## src/rtl/memtest_pkg.sv

```systemverilog
package memtest_pkg;

    typedef enum logic [2:0] {
        S_SEED   = 3'd0,
        S_WRITE  = 3'd1,
        S_RESEED = 3'd2,
        S_READ   = 3'd3,
        S_PASS   = 3'd4,
        S_FAIL   = 3'd5
    } seq_state_t;

    localparam logic [3:0] CODE_WRITE = 4'h2;
    localparam logic [3:0] CODE_READ  = 4'h3;
    localparam logic [3:0] CODE_PASS  = 4'h0;
    localparam logic [3:0] CODE_FAIL  = 4'hE;

    // Feedback masks for maximal-length Fibonacci generators (bit i = tap i+1)
    function automatic logic [63:0] fib_mask(input int width);
        case (width)
            8:       return 64'h0000_0000_0000_00B8;
            24:      return 64'h0000_0000_00E1_0000;
            32:      return 64'h0000_0000_8020_0003;
            default: return 64'h0000_0000_0000_D008;
        endcase
    endfunction

endpackage

```

## src/rtl/lfsr_gen.sv

```systemverilog
module lfsr_gen #(
    parameter int          WIDTH = 16,
    parameter logic [WIDTH-1:0] SEED = 'hACE1
) (
    input  logic             clk,
    input  logic             rst,
    input  logic             load,
    input  logic             step,
    output logic [WIDTH-1:0] value
);
    import memtest_pkg::*;

    localparam logic [63:0]      MASK64 = fib_mask(WIDTH);
    localparam logic [WIDTH-1:0] MASK   = MASK64[WIDTH-1:0];

    logic [WIDTH-1:0] q;

    always_ff @(posedge clk or posedge rst) begin
        if (rst)       q <= SEED;
        else if (load) q <= SEED;
        else if (step) q <= {q[WIDTH-2:0], ^(q & MASK)};
    end

    assign value = q;

    // A maximal-length sequence started from a nonzero seed never reaches zero
    assert_nonzero_R2: assert property (@(posedge clk) disable iff (rst) q != '0);

endmodule

```

## src/rtl/addr_walker.sv

```systemverilog
module addr_walker #(
    parameter int ADDR_W     = 8,
    parameter int START_ADDR = 4,
    parameter int END_ADDR   = 19
) (
    input  logic              clk,
    input  logic              rst,
    input  logic              restart,
    input  logic              advance,
    output logic [ADDR_W-1:0] addr,
    output logic              at_last
);
    localparam logic [ADDR_W-1:0] A_FIRST = ADDR_W'(START_ADDR);
    localparam logic [ADDR_W-1:0] A_LAST  = ADDR_W'(END_ADDR);

    logic [ADDR_W-1:0] addr_q;

    always_ff @(posedge clk or posedge rst) begin
        if (rst)                     addr_q <= A_FIRST;
        else if (restart)            addr_q <= A_FIRST;
        else if (advance && !at_last) addr_q <= addr_q + 1'b1;
    end

    assign addr    = addr_q;
    assign at_last = (addr_q == A_LAST);

    assert_range_R3: assert property (@(posedge clk) disable iff (rst)
        (addr_q >= A_FIRST) && (addr_q <= A_LAST));

endmodule

```

## src/rtl/memtest_seq.sv

```systemverilog
module memtest_seq #(
    parameter int                DATA_W     = 16,
    parameter int                ADDR_W     = 8,
    parameter int                START_ADDR = 4,
    parameter int                END_ADDR   = 19,
    parameter logic [DATA_W-1:0] SEED       = 'hACE1
) (
    input  logic              clk,
    input  logic              rst,
    output logic              mem_rd,
    output logic              mem_wr,
    output logic [ADDR_W-1:0] mem_addr,
    output logic [DATA_W-1:0] mem_wdata,
    input  logic              mem_begun,
    input  logic              mem_done,
    input  logic [DATA_W-1:0] mem_rdata,
    output logic [3:0]        status
);
    import memtest_pkg::*;

    localparam int NWORDS = END_ADDR - START_ADDR + 1;
    localparam int CNT_W  = $clog2(NWORDS + 1);
    localparam logic [CNT_W-1:0] LAST_CNT = CNT_W'(NWORDS - 1);

    seq_state_t       state_q, state_d;
    logic             fail_q;
    logic             issued_q;
    logic [CNT_W-1:0] cnt_q;

    logic              in_wr, in_rd, restart, accept, at_last, mismatch, last_done;
    logic [DATA_W-1:0] gen_value;
    logic [ADDR_W-1:0] walk_addr;

    assign in_wr     = (state_q == S_WRITE);
    assign in_rd     = (state_q == S_READ);
    assign restart   = (state_q == S_SEED) || (state_q == S_RESEED);
    assign accept    = mem_begun && (mem_rd || mem_wr);
    assign mismatch  = (mem_rdata != gen_value);
    assign last_done = mem_done && (cnt_q == LAST_CNT);

    lfsr_gen #(.WIDTH(DATA_W), .SEED(SEED)) u_gen (
        .clk   (clk),
        .rst   (rst),
        .load  (restart),
        .step  ((in_wr && accept) || (in_rd && mem_done)),
        .value (gen_value)
    );

    addr_walker #(.ADDR_W(ADDR_W), .START_ADDR(START_ADDR), .END_ADDR(END_ADDR)) u_walk (
        .clk     (clk),
        .rst     (rst),
        .restart (restart),
        .advance (accept),
        .addr    (walk_addr),
        .at_last (at_last)
    );

    // Next-state selection
    always_comb begin
        state_d = state_q;
        unique case (state_q)
            S_SEED:   state_d = S_WRITE;
            S_WRITE:  if (last_done) state_d = S_RESEED;
            S_RESEED: state_d = S_READ;
            S_READ:   if (last_done) state_d = (fail_q || mismatch) ? S_FAIL : S_PASS;
            S_PASS:   state_d = S_PASS;
            S_FAIL:   state_d = S_FAIL;
        endcase
    end

    // State register
    always_ff @(posedge clk or posedge rst) begin
        if (rst) state_q <= S_SEED;
        else     state_q <= state_d;
    end

    // Issue flag, completion counter and sticky failure flag
    always_ff @(posedge clk or posedge rst) begin
        if (rst) begin
            issued_q <= 1'b0;
            cnt_q    <= '0;
            fail_q   <= 1'b0;
        end else begin
            if (restart)                  issued_q <= 1'b0;
            else if (accept && at_last)   issued_q <= 1'b1;
            if (restart)                  cnt_q <= '0;
            else if ((in_wr || in_rd) && mem_done) cnt_q <= cnt_q + 1'b1;
            if (in_rd && mem_done && mismatch) fail_q <= 1'b1;
        end
    end

    // Outputs
    always_comb begin
        mem_wr    = in_wr && !issued_q;
        mem_rd    = in_rd && !issued_q;
        mem_addr  = walk_addr;
        mem_wdata = gen_value;
        unique case (state_q)
            S_SEED, S_WRITE:  status = CODE_WRITE;
            S_RESEED, S_READ: status = CODE_READ;
            S_PASS:           status = CODE_PASS;
            S_FAIL:           status = CODE_FAIL;
            default:          status = CODE_FAIL;
        endcase
    end

    assert_excl_R10: assert property (@(posedge clk) disable iff (rst) !(mem_rd && mem_wr));

    assert_hold_R10: assert property (@(posedge clk) disable iff (rst)
        (mem_wr && !mem_begun) |=> (mem_wr && $stable(mem_addr) && $stable(mem_wdata)));

    assert_pass_hold_R9: assert property (@(posedge clk) disable iff (rst)
        (state_q == S_PASS) |=> (state_q == S_PASS));

    assert_fail_hold_R9: assert property (@(posedge clk) disable iff (rst)
        (state_q == S_FAIL) |=> (state_q == S_FAIL));

    assert_sticky_R8: assert property (@(posedge clk) disable iff (rst) fail_q |=> fail_q);

    assert_reseed_R4: assert property (@(posedge clk) disable iff (rst)
        (state_q == S_RESEED) |=> (state_q == S_READ));

endmodule

```

## config.mk

```make
export PLATFORM = sky130hd
export DESIGN_NAME = memtest_seq
export DESIGN_NICKNAME = d
export VERILOG_FILES = /design/src/rtl/memtest_pkg.sv /design/src/rtl/lfsr_gen.sv /design/src/rtl/addr_walker.sv /design/src/rtl/memtest_seq.sv
export SDC_FILE = /design/constraint.sdc
export NUM_CORES = 1
export LEC_CHECK = 0
export ABC_AREA = 0
export BUFFER_PORTS_ARGS = -buffer_cell sky130_fd_sc_hd__buf_4
export CORE_AREA = 2 2 91 93
export CTS_CLUSTER_DIAMETER = 30
export DETAILED_ROUTE_END_ITERATION = 8
export DIE_AREA = 0 0 93 95
export HOLD_SLACK_MARGIN = 0.15
export SLEW_MARGIN = 25
export SYNTH_ARGS = -nofsm -noshare
export SYNTH_HDL_FRONTEND = slang
export SYNTH_HIERARCHICAL = 1
export SYNTH_SLANG_ARGS = --single-unit
```

## constraint.sdc

```tcl
create_clock -name clk -period 2.7 [get_ports clk]
set_clock_uncertainty 0.15 [all_clocks]
set_input_delay 0.27 -clock clk [delete_from_list [all_inputs] [get_ports clk]]
set_output_delay 0.27 -clock clk [all_outputs]
set_load 0.005 [all_outputs]
```

==> flow_metrics.env <==
export IMPL_status="finished, final reports clean"
export IMPL_grt_pass1_wl_um=7527
export IMPL_cts_buffer_depth=2
export IMPL_viasPerCell=4.467
export IMPL_worstPathRequired_ns=2.28
export IMPL_area_delta_synth_final_pct=28.35
export IMPL_hold_violations=0
export IMPL_fp_dieW_um=93
export IMPL_tightestPinTransition_ns=0.5811
export IMPL_antenna_found_initial=0
export IMPL_synthFlopType="dfrtp_1"
export IMPL_ys_ff_latch=34
export IMPL_ir_worst_vdd_uv=342.6
export IMPL_grt_use_met1=0.1489
export IMPL_drive_above_1_share=0.2944
export IMPL_layout_nets=273
export IMPL_power_density_mw_per_mm2=1100
export IMPL_power_frac_comb=0.464
export IMPL_die_area_mm2=0.008835
export IMPL_relSlewSlack=0.6122
export IMPL_cts_max_level=2
export IMPL_grt_setup_unrepaired="no"
export IMPL_postRouteAntennaNets=0
export IMPL_start_util=0.2483
export IMPL_die_h_um=95
export IMPL_final_cell_mix="buf_4 (52), dfrtp_1 (25), xnor2_1 (19)"
export IMPL_p_leak_nw=1.140
export IMPL_critical_path_max_fanout=16
export IMPL_synth_cell_types=42
export IMPL_setup_violations=0
export IMPL_p_clk_frac=0.134
export IMPL_p_sw_mw=1.074
export IMPL_dp_slack_ns=0.5595
export IMPL_slew_violations=0
export IMPL_min_path_type="input port to register"
export IMPL_maxCapViolCount=0
export IMPL_async_flop_share=1.000
export IMPL_cp_data_arrival_time_ns=1.88
export IMPL_setup_tns_ns=0
export IMPL_p_int_mw=1.703
export IMPL_diodes=0
export IMPL_core_rowCount=33
export IMPL_firstDrtPassIters=4
export IMPL_cts_buffers_inserted=5
export IMPL_drt_iter0_markers=52
export IMPL_gp_congestion=0.8323
export IMPL_cts_setup_buffers=0
export IMPL_drt_wl_total_um=4468
export IMPL_cts_tree="built"
export IMPL_startpoint_type="register"
export IMPL_final_common_cell="buf_4"
export IMPL_grt_usage=0.1075
export IMPL_grt_pass1_vias=1523
export IMPL_io_pins=50
export IMPL_grt_ovfl_total=0
export IMPL_synth_edf_count=0
export IMPL_busiest_layer="met2"
export IMPL_via_count=1577
export IMPL_reg2reg_slack_ns=0.54
export IMPL_hpwl_um=3371
export IMPL_finish_utilization=0.3187
export IMPL_dp_cells=343
export IMPL_grt_start_max_net_pins=22
export IMPL_setup_slack_ns=0.4046
export IMPL_p_sw_frac=0.3868
export IMPL_wl_per_cell_um=12.66
export IMPL_period_share=0.8501
export IMPL_ys_seq_area_frac=0.4380
export IMPL_grtUsageMet2=0.1679
export IMPL_path_class="register to output port"
export IMPL_synth_cells=196
export IMPL_insertion_delay_ns=0.29
export IMPL_layout_min_cycle_time_ns=2.295
export IMPL_critPathCaptureType="output port"
export IMPL_layout_cells_non_filler=353
export IMPL_grtUsageMet3=0.01676
export IMPL_max_freq_mhz=435.7
export IMPL_netlist_area_mm2=0.001968
export IMPL_fillers=840
export IMPL_drc=0
export IMPL_syn_area_per_cell_um2=10.04
export IMPL_seq_power_share=0.402
export IMPL_path_clk_slew_ns=0.07
export IMPL_cts_root_buffer="clkbuf_8"
export IMPL_syn_nets=222
export IMPL_cts_sinks=34
export IMPL_port_buffers=49
export IMPL_cts_resized=0
export IMPL_yosysWarningCount=6
export IMPL_core_region_area_mm2=0.007928
## cell type report
cell class / count / area [µm²] / share of cell area
inverter: 8 / 30.03 / 0.01189
clock inverter: 2 / 13.76 / 0.005448
timing repair buffer: 54 / 410.4 / 0.1625
sequential: 34 / 862.1 / 0.3413
multi-input combinational: 144 / 1006 / 0.3982
tap: 105 / 131.4 / 0.05201
clock buffer: 6 / 72.57 / 0.02873
## final timing paths
path,depth (start not counted),from,end
setup / recovery,4,state_q[2]$_DFFE_PP0P_,status[3]
hold / removal,3,mem_done,fail_q$_DFFE_PP0P_
setup reg to reg,7,state_q[2]$_DFFE_PP0P_,u_walk/addr[7]$_DFFE_PP0P_
hold reg to reg,1,cnt_q[4]$_DFFE_PP0P_,cnt_q[4]$_DFFE_PP0P_
max in group asynchronous,3,rst,u_gen/value[1]$_DFFE_PP0P_
min in group asynchronous,3,rst,u_walk/addr[3]$_DFFE_PP0P_
## sequential cells by signal, indices dropped and copies added (netlist names)
signal       count
fail_q           1
state_q          3
u_gen/value     16
issued_q         1
u_walk/addr      8
cnt_q            5
## per-stage QoR
stage | area [µm²] | total power [mW] | hold WS, ns
after CTS | 2526 | 2.820 | 0.2470
final | 2526 | 2.778 | 0.2452
after floorplan | 1968 | 1.923 | -0.06506
after global routing | 2526 | 3.012 | 0.2923
after detailed placement | 2420 | 2.436 | 0.1111
after global placement | 2420 | 2.413 | 0.1116
## critical path, cell delays in order, from the launching register on
cell and delay [ns]:
dfrtp_1 0.64, inv_1 0.21, ha_1 0.23, a211oi_1 0.33
buf_4 0.18
## layer usage
metal,vias up,share of wire,wire (µm)
met5,-,0,0
met4,0,0.017,76
met3,7,0.031,140
met2,28,0.47,2118
met1,755,0.48,2132
li1,787,-,-
## what timing repair did
action	4_1_cts	5_1_grt
hold endpoints to repair	27	0
hold buffers	2	0
endpoints found under the setup margin	0	0
## cell usage after synthesis, drive strengths merged (2+ instances only)
library cell,n,area [µm²]
dfrtp,25,625.6
xnor2,19,166.4
mux2i,17,170.2
nor2,17,63.81
nand2,16,60.06
a21oi,9,45.04
dfstp,9,236.5
buf,8,63.80
inv,8,30.03
nand4,8,50.05
nor3,7,35.03
ha,6,75.07
o21ai,5,25.02
a31oi,4,25.02
nand2b,4,25.02
or3,4,25.02
a22o,3,26.28
nand3,3,15.01
xor2,3,26.28
a211oi,2,15.01
clkbuf,2,8.750
mux2,2,26.27
nor2b,2,12.51
nor4,2,18.77
## cell families (layout without fill, tap and decap cells)
kind of cell	count (synthesis)	after routing	share of synthesized area
AO/OA/AOI/OAI	30	30	0.1030
XOR/XNOR	22	22	0.09790
adder cells (fa/ha/maj)	6	6	0.03814
buffers and inverters	18	70	0.05212
flip-flops	34	34	0.4380
multiplexers	19	19	0.09981
AND/OR/NAND/NOR	67	67	0.1710
## power groups by stage
stage | Combinational [mW] | Sequential, mW | Clock, mW
global route | 1.44 | 1.17 | 0.403
CTS | 1.31 | 1.12 | 0.386
finish | 1.29 | 1.12 | 0.372
detailed placement | 1.31 | 1.13 | 0
floorplan | 0.899 | 1.02 | 0
global placement | 1.28 | 1.13 | 0
(Power assumes the default switching activity.)
